`src/rtl/ebc_pkg.sv`:
```
package ebc_pkg;

  localparam int WLIM_W = 2;

  typedef enum logic [2:0] {
    ST_IDLE  = 3'd0,
    ST_ADDR  = 3'd1,
    ST_DATA  = 3'd2,
    ST_GAP   = 3'd3,
    ST_DATA2 = 3'd4,
    ST_END   = 3'd5
  } ebc_state_e;

  typedef struct packed {
    logic [WLIM_W-1:0] wlim;      // wait limit code
    logic              pulse_as;  // 1: latch pulse, 0: valid level
    logic              single_wr; // 1: one write strobe + high enable
    logic              wide_en;   // 16-bit transfers permitted
  } ebc_cfg_t;

endpackage

```
`src/rtl/ebc_rst_sync.sv`:
```
module ebc_rst_sync #(
  parameter int STAGES = 2
) (
  input  logic clk,
  input  logic rst_n,
  output logic rst_sync_n
);
  logic [STAGES-1:0] chain_q;

  always_ff @(posedge clk or negedge rst_n) begin
    if (!rst_n) chain_q <= '0;
    else        chain_q <= {chain_q[STAGES-2:0], 1'b1};
  end

  assign rst_sync_n = chain_q[STAGES-1];
endmodule

```
`src/rtl/ebc_cfg_capture.sv`:
```
module ebc_cfg_capture
  import ebc_pkg::*;
#(
  parameter int CFG_W = 8
) (
  input  logic             clk,
  input  logic             rst_n,
  input  logic [CFG_W-1:0] cfg_raw,
  output ebc_cfg_t         cfg,
  output logic             cfg_ok
);
  ebc_cfg_t cfg_q, cfg_d;
  logic     ok_q;
  logic     cap_en;
  logic     unused_cfg_bits;

  assign cap_en = !ok_q;

  always_comb begin
    cfg_d.wide_en   = cfg_raw[1];
    cfg_d.single_wr = cfg_raw[2];
    cfg_d.pulse_as  = cfg_raw[3];
    cfg_d.wlim      = cfg_raw[5:4];
  end

  assign unused_cfg_bits = ^{cfg_raw[0], cfg_raw[CFG_W-1:6]};

  always_ff @(posedge clk or negedge rst_n) begin
    if (!rst_n) begin
      cfg_q <= '0;
      ok_q  <= 1'b0;
    end else if (cap_en) begin
      cfg_q <= cfg_d;
      ok_q  <= 1'b1;
    end
  end

  assign cfg    = cfg_q;
  assign cfg_ok = ok_q;


  cfg_frozen_chk: assert property (@(posedge clk) disable iff (!rst_n)
    ok_q |=> (ok_q && $stable(cfg_q)));
endmodule

```
`src/rtl/ebc_seq.sv`:
```
module ebc_seq
  import ebc_pkg::*;
#(
  parameter int DATA_W = 16
) (
  input  logic              clk,
  input  logic              rst_n,
  input  ebc_cfg_t          cfg,
  input  logic              cfg_ok,
  input  logic              req_valid,
  input  logic              req_write,
  input  logic              req_word,
  input  logic [DATA_W-1:0] req_addr,
  input  logic [DATA_W-1:0] req_wdata,
  input  logic              bw_in,
  input  logic              ready_in,
  input  logic [DATA_W-1:0] ad_in,
  output ebc_state_e        st,
  output logic              bus16,
  output logic              second,
  output logic              wr,
  output logic              word,
  output logic [DATA_W-1:0] addr,
  output logic [DATA_W-1:0] wdata,
  output logic [DATA_W-1:0] rdata,
  output logic              req_ready,
  output logic              rsp_done
);
  localparam int LANE_W = DATA_W / 2;

  ebc_state_e        st_q, st_d;
  logic [WLIM_W-1:0] wcnt_q, wcnt_d;
  logic [WLIM_W-1:0] lim;
  logic              lim_off;
  logic              stretch;
  logic              split;
  logic              req_ld, bw_ld, rlo_ld, rhi_ld, sec_set;
  logic              bus16_q, second_q, wr_q, word_q;
  logic [DATA_W-1:0] addr_q, wdata_q, rdata_q, rlo;

  assign lim     = cfg.wlim + 1'b1;
  assign lim_off = (cfg.wlim == '1);
  assign stretch = (st_q == ST_DATA) && !ready_in && (lim_off || (wcnt_q < lim));
  assign split   = word_q && !bus16_q;

  assign req_ld  = (st_q == ST_IDLE) && req_valid && cfg_ok;
  assign bw_ld   = (st_q == ST_ADDR);
  assign rlo_ld  = (st_q == ST_DATA) && !stretch && !wr_q;
  assign rhi_ld  = (st_q == ST_DATA2) && !wr_q;
  assign sec_set = (st_d == ST_DATA2) && (st_q != ST_DATA2);

  always_comb begin
    st_d   = st_q;
    wcnt_d = wcnt_q;
    case (st_q)
      ST_IDLE:  if (req_ld) st_d = ST_ADDR;
      ST_ADDR: begin
        st_d   = ST_DATA;
        wcnt_d = '0;
      end
      ST_DATA: begin
        if (stretch) begin
          if (wcnt_q != '1) wcnt_d = wcnt_q + 1'b1;
        end else if (split) begin
          st_d = wr_q ? ST_GAP : ST_DATA2;
        end else begin
          st_d = ST_END;
        end
      end
      ST_GAP:   st_d = ST_DATA2;
      ST_DATA2: st_d = ST_END;
      ST_END:   st_d = ST_IDLE;
      default:  st_d = ST_IDLE;
    endcase
  end

  always_comb begin
    if (bus16_q) begin
      if (word_q)        rlo = ad_in;
      else if (addr_q[0]) rlo = {{LANE_W{1'b0}}, ad_in[DATA_W-1:LANE_W]};
      else               rlo = {{LANE_W{1'b0}}, ad_in[LANE_W-1:0]};
    end else begin
      rlo = {{LANE_W{1'b0}}, ad_in[LANE_W-1:0]};
    end
  end

  always_ff @(posedge clk or negedge rst_n) begin
    if (!rst_n) begin
      st_q   <= ST_IDLE;
      wcnt_q <= '0;
    end else begin
      st_q   <= st_d;
      wcnt_q <= wcnt_d;
    end
  end

  always_ff @(posedge clk or negedge rst_n) begin
    if (!rst_n) begin
      wr_q    <= 1'b0;
      word_q  <= 1'b0;
      addr_q  <= '0;
      wdata_q <= '0;
    end else if (req_ld) begin
      wr_q    <= req_write;
      word_q  <= req_word;
      addr_q  <= req_addr;
      wdata_q <= req_wdata;
    end
  end

  always_ff @(posedge clk or negedge rst_n) begin
    if (!rst_n)     bus16_q <= 1'b0;
    else if (bw_ld) bus16_q <= cfg.wide_en && bw_in;
  end

  always_ff @(posedge clk or negedge rst_n) begin
    if (!rst_n)       second_q <= 1'b0;
    else if (req_ld)  second_q <= 1'b0;
    else if (sec_set) second_q <= 1'b1;
  end

  always_ff @(posedge clk or negedge rst_n) begin
    if (!rst_n)      rdata_q <= '0;
    else if (rlo_ld) rdata_q <= rlo;
    else if (rhi_ld) rdata_q[DATA_W-1:LANE_W] <= ad_in[LANE_W-1:0];
  end

  assign st        = st_q;
  assign bus16     = bus16_q;
  assign second    = second_q;
  assign wr        = wr_q;
  assign word      = word_q;
  assign addr      = addr_q;
  assign wdata     = wdata_q;
  assign rdata     = rdata_q;
  assign req_ready = (st_q == ST_IDLE) && cfg_ok;
  assign rsp_done  = (st_q == ST_END);


  ready_ends_data_chk: assert property (@(posedge clk) disable iff (!rst_n)
    (st_q == ST_DATA && ready_in) |=> (st_q != ST_DATA));


  wait_bound_chk: assert property (@(posedge clk) disable iff (!rst_n)
    (st_q == ST_DATA && !lim_off) |-> (wcnt_q <= lim));


  done_pulse_chk: assert property (@(posedge clk) disable iff (!rst_n)
    rsp_done |=> !rsp_done);


  width_hold_chk: assert property (@(posedge clk) disable iff (!rst_n)
    (st_q != ST_ADDR) |=> $stable(bus16_q));
endmodule

```
`src/rtl/ebc_pins.sv`:
```
module ebc_pins
  import ebc_pkg::*;
#(
  parameter int DATA_W = 16
) (
  input  logic              clk,
  input  logic              rst_n,
  input  ebc_cfg_t          cfg,
  input  ebc_state_e        st,
  input  logic              bus16,
  input  logic              second,
  input  logic              wr,
  input  logic              word,
  input  logic [DATA_W-1:0] addr,
  input  logic [DATA_W-1:0] wdata,
  output logic [DATA_W-1:0] ad_out,
  output logic [1:0]        ad_oe,
  output logic              astb,
  output logic              rd_n,
  output logic              stb_a_n,
  output logic              stb_b_n
);
  localparam int LANE_W = DATA_W / 2;

  logic active, addr_ph, data_ph, post;
  logic lo_sel, hi_sel;
  logic [LANE_W-1:0] lo_byte;

  assign active  = (st != ST_IDLE);
  assign addr_ph = (st == ST_ADDR);
  assign data_ph = (st == ST_DATA) || (st == ST_DATA2);
  assign post    = active && !addr_ph;
  assign lo_sel  = word || !addr[0];
  assign hi_sel  = word || addr[0];
  assign lo_byte = second ? wdata[DATA_W-1:LANE_W] : wdata[LANE_W-1:0];

  always_comb begin
    astb = cfg.pulse_as ? addr_ph : !post;
    rd_n = !(!wr && data_ph);
    if (cfg.single_wr) begin
      stb_a_n = !(wr && data_ph);
      stb_b_n = !(active && hi_sel);
    end else begin
      stb_a_n = !(wr && data_ph && (!bus16 || lo_sel));
      stb_b_n = !(wr && data_ph && bus16 && hi_sel);
    end
  end

  always_comb begin
    if (addr_ph) begin
      ad_oe  = 2'b11;
      ad_out = addr;
    end else if (post) begin
      ad_oe = wr ? 2'b11 : (bus16 ? 2'b00 : 2'b10);
      if (bus16)
        ad_out = word ? wdata : {wdata[LANE_W-1:0], wdata[LANE_W-1:0]};
      else
        ad_out = {addr[DATA_W-1:LANE_W], lo_byte};
    end else begin
      ad_oe  = 2'b00;
      ad_out = '0;
    end
  end


  no_rd_wr_overlap_chk: assert property (@(posedge clk) disable iff (!rst_n)
    !(!rd_n && !stb_a_n));


  narrow_high_quiet_chk: assert property (@(posedge clk) disable iff (!rst_n)
    (!cfg.single_wr && post && !bus16) |-> stb_b_n);


  narrow_high_lane_chk: assert property (@(posedge clk) disable iff (!rst_n)
    (post && !bus16) |-> (ad_oe[1] && ad_out[DATA_W-1:LANE_W] == addr[DATA_W-1:LANE_W]));
endmodule

```
`src/rtl/ebc_bus_ctrl.sv`:
```
module ebc_bus_ctrl
  import ebc_pkg::*;
#(
  parameter int DATA_W = 16,
  parameter int CFG_W  = 8
) (
  input  logic              clk,
  input  logic              rst_n,
  input  logic [CFG_W-1:0]  cfg_in,
  input  logic              req_valid,
  input  logic              req_write,
  input  logic              req_word,
  input  logic [DATA_W-1:0] req_addr,
  input  logic [DATA_W-1:0] req_wdata,
  output logic              req_ready,
  output logic              rsp_done,
  output logic [DATA_W-1:0] rsp_rdata,
  input  logic              bw_in,
  input  logic              ready_in,
  input  logic [DATA_W-1:0] ad_in,
  output logic [DATA_W-1:0] ad_out,
  output logic [1:0]        ad_oe,
  output logic              astb,
  output logic              rd_n,
  output logic              stb_a_n,
  output logic              stb_b_n
);
  logic              rst_sync_n;
  ebc_cfg_t          cfg;
  logic              cfg_ok;
  ebc_state_e        st;
  logic              bus16, second, wr, word;
  logic [DATA_W-1:0] addr, wdata;

  ebc_rst_sync #(.STAGES(2)) u_rst (
    .clk        (clk),
    .rst_n      (rst_n),
    .rst_sync_n (rst_sync_n)
  );

  ebc_cfg_capture #(.CFG_W(CFG_W)) u_cfg (
    .clk     (clk),
    .rst_n   (rst_sync_n),
    .cfg_raw (cfg_in),
    .cfg     (cfg),
    .cfg_ok  (cfg_ok)
  );

  ebc_seq #(.DATA_W(DATA_W)) u_seq (
    .clk       (clk),
    .rst_n     (rst_sync_n),
    .cfg       (cfg),
    .cfg_ok    (cfg_ok),
    .req_valid (req_valid),
    .req_write (req_write),
    .req_word  (req_word),
    .req_addr  (req_addr),
    .req_wdata (req_wdata),
    .bw_in     (bw_in),
    .ready_in  (ready_in),
    .ad_in     (ad_in),
    .st        (st),
    .bus16     (bus16),
    .second    (second),
    .wr        (wr),
    .word      (word),
    .addr      (addr),
    .wdata     (wdata),
    .rdata     (rsp_rdata),
    .req_ready (req_ready),
    .rsp_done  (rsp_done)
  );

  ebc_pins #(.DATA_W(DATA_W)) u_pins (
    .clk     (clk),
    .rst_n   (rst_sync_n),
    .cfg     (cfg),
    .st      (st),
    .bus16   (bus16),
    .second  (second),
    .wr      (wr),
    .word    (word),
    .addr    (addr),
    .wdata   (wdata),
    .ad_out  (ad_out),
    .ad_oe   (ad_oe),
    .astb    (astb),
    .rd_n    (rd_n),
    .stb_a_n (stb_a_n),
    .stb_b_n (stb_b_n)
  );
endmodule

```
`config.mk`:
```
export PLATFORM = sky130hd
export DESIGN_NAME = ebc_bus_ctrl
export DESIGN_NICKNAME = d
export VERILOG_FILES = /design/src/rtl/ebc_pkg.sv /design/src/rtl/ebc_rst_sync.sv /design/src/rtl/ebc_cfg_capture.sv /design/src/rtl/ebc_seq.sv /design/src/rtl/ebc_pins.sv /design/src/rtl/ebc_bus_ctrl.sv
export SDC_FILE = /design/constraint.sdc
export NUM_CORES = 1
export LEC_CHECK = 0
export ABC_AREA = 1
export BUFFER_PORTS_ARGS = -buffer_cell sky130_fd_sc_hd__buf_4
export CORE_MARGIN = 8
export CORE_UTILIZATION = 40
export CTS_CLUSTER_SIZE = 10
export DETAILED_ROUTE_END_ITERATION = 10
export PLACE_DENSITY = 0.66
export REMOVE_ABC_BUFFERS = 1
export SLEW_MARGIN = 15
export SYNTH_ARGS = -nofsm -noshare
export SYNTH_HDL_FRONTEND = slang
export SYNTH_SLANG_ARGS = --single-unit
```
`constraint.sdc`:
```
create_clock -name clk -period 2.9 [get_ports clk]
set_input_delay 0.435 -clock clk [delete_from_list [all_inputs] [get_ports clk]]
set_output_delay 0.435 -clock clk [all_outputs]
set_load 0.01 [all_outputs]
```
# Word level (Yosys, flattened, before mapping)
# Index checks and enable logic that the tools add are counted.
# word_totals
wordCells	98
reg_bits	65
# classes
order_cmp	1
reduce_logical	41
muxes	27
addsub	2
eq_ne	11
# op_table
operator	count
16-bit 2-to-1 mux	6
8-bit 2-to-1 mux	4
1-bit logical AND	18
3-bit case mux with 5 select lines	1
1-bit zero test	12
2-bit 2-to-1 mux	6
3-bit 2-to-1 mux	4
3-bit == test (second input constant)	3
3-bit by 2-bit == test with 1-bit output (second input constant)	2
2-bit inequality test (second input constant)	3
2-bit nonzero test	3
1-bit logical OR	5
1-bit 2-to-1 mux	5
2-bit by 1-bit adder with 2-bit output (second input constant)	2
2-bit case mux with 2 select lines	1
3-bit by 1-bit == test with 1-bit output (second input constant)	1
3-bit zero test	1
3-bit inequality test (second input constant)	1
3-bit AND reduction	1
3-bit nonzero test	1
2-bit == test (second input constant)	1
2-bit < comparator	1

# Depth between registers and ports, before layout
# depth
ltp_word	10
ltp_mapped	12
ltp_nobuf	12

# Modules after synthesis
# A second synthesis with hierarchy kept.
# unflattened
cells_unflattened	442
area_unflattened_um2	3400.8
# by_module_without_submodules
module	cells_each	area_per_inst_um2	n_inst
ebc_seq	296	2555.0	1
ebc_pins	120	578.1	1
ebc_cfg_capture	23	214.0	1
ebc_rst_sync	3	53.8	1

# Worst setup path after synthesis
# No wires, ideal clock.
# synth_path
path_type	reg2reg
start	register u_cfg.cfg_q, in the netlist u_cfg.cfg[3]
end	register u_seq.rdata_q[11], in the netlist u_seq.rdata[11]
path_stages_with_launch	12
arrival_time_ns	1.584
setup_time_ns	0.130
path_slack_ns	1.185
path_buffers	1
required_ns	2.770
synth_period_minus_slack_ns	1.715
cell_sequence	dfrtp_1 > ha_1 > inv_1 > ha_1 > o21ai_0 > nand2_1 > nand2_1 > nand2_2 > nand3_4 > buf_8 > nand3_1 > o211ai_1
# synth_via
elab_chain_len	8
word_cells_on_any_way	10
classes_between	add/sub (1); order compare (1); eq/ne (1); mux (1); reduce/logical (6)
# synth_lines
item	line	source
start: declaration	ebc_cfg_capture.sv:12	ebc_cfg_t cfg_q, cfg_d;
start signal: assignment	ebc_cfg_capture.sv:33	cfg_q <= cfg_d;
2-bit by 1-bit adder with 2-bit output	ebc_seq.sv:41	assign lim = cfg.wlim + 1'b1;
2-bit < comparator	ebc_seq.sv:43	assign stretch = (st_q == ST_DATA) && !ready_in && (lim_off || (wcnt_q < lim));
1-bit logical OR *	ebc_seq.sv:43	
1-bit logical AND *	ebc_seq.sv:43	
1-bit zero test *	ebc_seq.sv:48	assign rlo_ld = (st_q == ST_DATA) && !stretch && !wr_q;
1-bit logical AND * (2 in series)	ebc_seq.sv:48	
8-bit 2-to-1 mux or 2-bit nonzero test (tied branches)	-	
end signal: assignment	ebc_seq.sv:124	else if (rlo_ld) rdata_q <= rlo;
end signal: indexed assignment	ebc_seq.sv:125	else if (rhi_ld) rdata_q[DATA_W-1:LANE_W] <= ad_in[LANE_W-1:0];
end: declaration	ebc_seq.sv:39	logic [DATA_W-1:0] addr_q, wdata_q, rdata_q, rlo;
# Mark *: on every way between the ends. The rest lies on a longest branch, timed or not.
# A chain may end at the register's enable or synchronous reset.

# Final worst setup path
# layout_path
start	register u_seq.bus16_q, in the netlist u_seq.bus16
end	output port ad_out[0]
# layout_via
elab_chain_len	3
# layout_lines
item	line	source
start: declaration	ebc_seq.sv:38	logic bus16_q, second_q, wr_q, word_q;
start signal: assignment	ebc_seq.sv:113	else if (bw_ld) bus16_q <= cfg.wide_en && bw_in;
16-bit 2-to-1 mux	ebc_pins.sv:55	if (bus16)
16-bit 2-to-1 mux	ebc_pins.sv:53	end else if (post) begin
16-bit 2-to-1 mux	ebc_pins.sv:50	if (addr_ph) begin
end: declaration	ebc_bus_ctrl.sv:21	output logic [DATA_W-1:0] ad_out,
# No other way between the ends.

==> results.md <==
- Initial antenna violation count: 0
- # IOs: 103
- Buf/Inv on CP: 2
- Critical-path cell list: inv_2, nand2_1, o21ai_0, o22ai_1, buf_4
- CTS tree: yes
- Initial DRC count: 136
- Post-CTS Setup Inserts: 0
- HP Class: reg2async
- Req. time, crit path: 2470 ps
- Drt first pass iters: 4
- Outcome: completed
- Vias/cell: 4.97
- Placer Congestion: 0.798
- Post-synthesis instance area: 3290 um2
- Kind of critical path: reg2out
- Cell Pwr Density: 1060 nW/um2
- Die Y: 107 um
- Die ar.: 11400 um2
- Share of Yosys cell area claimed by the top area cell type: 49.4%
- Post-route DRC: 0
- Core ar.: 8090 um2
- Psw: 1.87 mW
- Pleak: 2.14 nW
- Final cycle utilization of the critical path: 88.0%
- Clk_skew: 4.85 ps
- Sw Ratio: 41.5%
- Asr flop ratio synth: 100%
- Vias in the first global route: 2997
- Row cnt: 33
- Fin Setup TNS: 0 ps
- Peak supply drop: 0.483 mV
- Drt wl/cell: 14.4 um
- Input/output buffers: 99
- Final setup viols: 0
- Critical path startpoint category: flip-flop
- Vias: 2984
- Final cell count without fillers: 600
- Dominant cell type by area after synthesis: dfrtp_1
- Final WL: 8650 um
- Setup crit end kind: output port
- P_int: 2.63 mW
- Clock root buffer: clkbuf_8
- Fmax: 392 MHz
- H-tree levels: 3
- Nets: 557
- Top FF cell, synth: dfrtp_1
- CTS clk-pin slew, worst paths: 70 ps
- Family with the most delay on the worst path: flip-flops
- Clock network fraction of total power: 15.1%
- EDFF count, synth: 0
- Cell with the most instances after synthesis: nand2_1
- Hold Fails Final Rpt: 0
- CP max FO: 16
- Antenna cell count: 0
- Effective utilization at floorplan: 40.7%
- Detail Placement HPWL: 6290 um
- First-pass GRT wire length: 14100 um
- Total gr overflow: 0
- Mean Syn Cell Area: 8.42 um2
- Placed cell count: 584
- Layout cell share with drive strength beyond 1: 28.9%
- Post-Synthesis Cells: 391
- Slowest stage delay, CP: 650 ps
- Largest cells by area after synthesis: dfrtp_1 49%, nand2_1 10%, o21ai_0 8.8%, inv_1 6.2%, nand3_1 3.2%
- Buffers from clock root to sink, at most: 2
- Clk_lat worst skew: 330 ps
- RSZ-0062 raised after global routing: false
- Yosys Warn Count: 0
- Yosys cell types: 36
- Slew @ Worst Pin: 692 ps
- Total global-route track usage: 15.2%
- Die width: 107 um
- Max Slew Vio Count: 0
- DRT antenna net count: 0
- Fin crit period: 2550 ps
- Total CTS buffers: 9
- Logic pwr share: 51.4%
- Max-cap violations: 0
- Register area share after synthesis: 49.4%
- Yosys reg bits: 65
- Reg power frac: 33.5%
- Max_slew headroom: 53.9%
- CTS Sinks: 65
- Commonest cells in the netlist: 90 x nand2_1, 65 x dfrtp_1, 58 x o21ai_0, 54 x inv_1, 21 x nand3_1
- Synthesis-to-finish area growth: 29.1%
- CP max-delay cell: dfrtp_1
- Largest net degree at the start of global routing: 55
- Worst EP arrival: 2120 ps
-- power by group through the flow --
stage	Sequential, mW	Combinational [mW]	Clock [mW]
6_report	1.51	2.31	0.681
5_1_grt	1.56	2.56	0.743
4_1_cts	1.51	2.34	0.702
3_5_place_dp	1.52	2.34	0
3_3_place_gp	1.50	2.30	0
2_1_floorplan	1.52	1.30	0
-- area by class of cell --
class                   instances  area [um2]
well taps                     105         131
clock buffers                  12         155
flip-flops and latches         65        1630
inverters                      58         220
fillers                       804        3840
clock inverters                 3        17.5
multi-input cells             254        1320
repair buffers                103         776
-- cell families after synthesis --
| family | after synthesis | share of synthesized area [%] |
|---|---|---|
| AOI/OAI and AO/OA | 111 | 19.8 |
| adders and majority gates | 3 | 1.14 |
| buffers and inverters | 73 | 10.5 |
| DFF | 65 | 49.4 |
| muxes | 1 | 0.456 |
| other | 1 | 0.114 |
| and+or+nand+nor | 137 | 18.5 |
-- worst reg2reg max path: cells and delay by family (launching register included) --
kind            cells  cell delay [ps]
compound gates      2              170
flops               1              400
simple gates        5              580
fa+ha+maj           2              530
buf+inv             2              280
-- timing repair --
action / 4_1_cts / 5_1_grt
setup endpoints to repair: 0 / 0
hold buffers: 1 / 0
hold endpoints to repair: 2 / 0
gates resized for setup: 0 / 0
-- path summary, 6_finish.rpt --
path                                       startpoint                          to  slack [ps]  depth (start not counted)
max                           u_seq.bus16$_DFFE_PN0P_                   ad_out[0]         350                          5
min                        u_rst.chain_q[1]$_DFF_PN0_  u_seq.rdata[6]$_DFFE_PN0P_         120                          0
max reg2reg                  u_cfg.cfg[3]$_DFFE_PN0N_  u_seq.rdata[9]$_DFFE_PN0P_         850                         11
min reg2reg                u_rst.chain_q[1]$_DFF_PN0_  u_seq.rdata[6]$_DFFE_PN0P_         120                          0
max in group asynchronous  u_rst.chain_q[1]$_DFF_PN0_       u_seq.st[0]$_DFF_PN0_        1830                          1
min in group clk                            cfg_in[3]    u_cfg.cfg[2]$_DFFE_PN0N_         300                          3
-- per-layer routing --
metal  part of all wire, %  GRT usage (%)  up-vias
met4                   2.0           6.33        0
met3                   8.2           4.92       15
met1                    45           19.6     1372
li1                      -              -     1484
met2                    44           22.9      113
met5                     0              0        -
-- state kept, by name, indices dropped and copies added (netlist names), 2 cells and up --
register	count
u_cfg.cfg	5
u_seq.wdata	16
u_seq.addr	16
u_seq.st	3
u_rst.chain_q	2
u_seq.wcnt_q	2
u_seq.rdata	16
-- placed cells by master, fill, tap and decap left out, types with 2 or more instances in the layout --
cell type    n
clkbuf_8    11
nand2_4      2
o22ai_1     16
o21ai_1     12
nand2_1     90
inv_2        3
conb_1       2
nand3_1     21
nor2_1      15
o21ai_2     11
buf_4      102
dfrtp_1     64
ha_1         3
clkinv_2     2
o211ai_1    10
o21ai_0     58
nand2_2      2
inv_1       54
-- stage by stage --
stage	cell area [um2]	worst slack [ps]	util (%)	total power [mW]	hold WS, ps
2_1_floorplan	3170	953	-	2.81	139
3_3_place_gp	4070	747	50.3	3.80	125
3_5_place_dp	4070	722	50.3	3.86	124
4_1_cts	4250	337	52.5	4.55	131
5_1_grt	4250	168	52.5	4.86	146
6_report	4250	349	52.5	4.50	124
No activity file was read; power rests on OpenSTA's default activity.
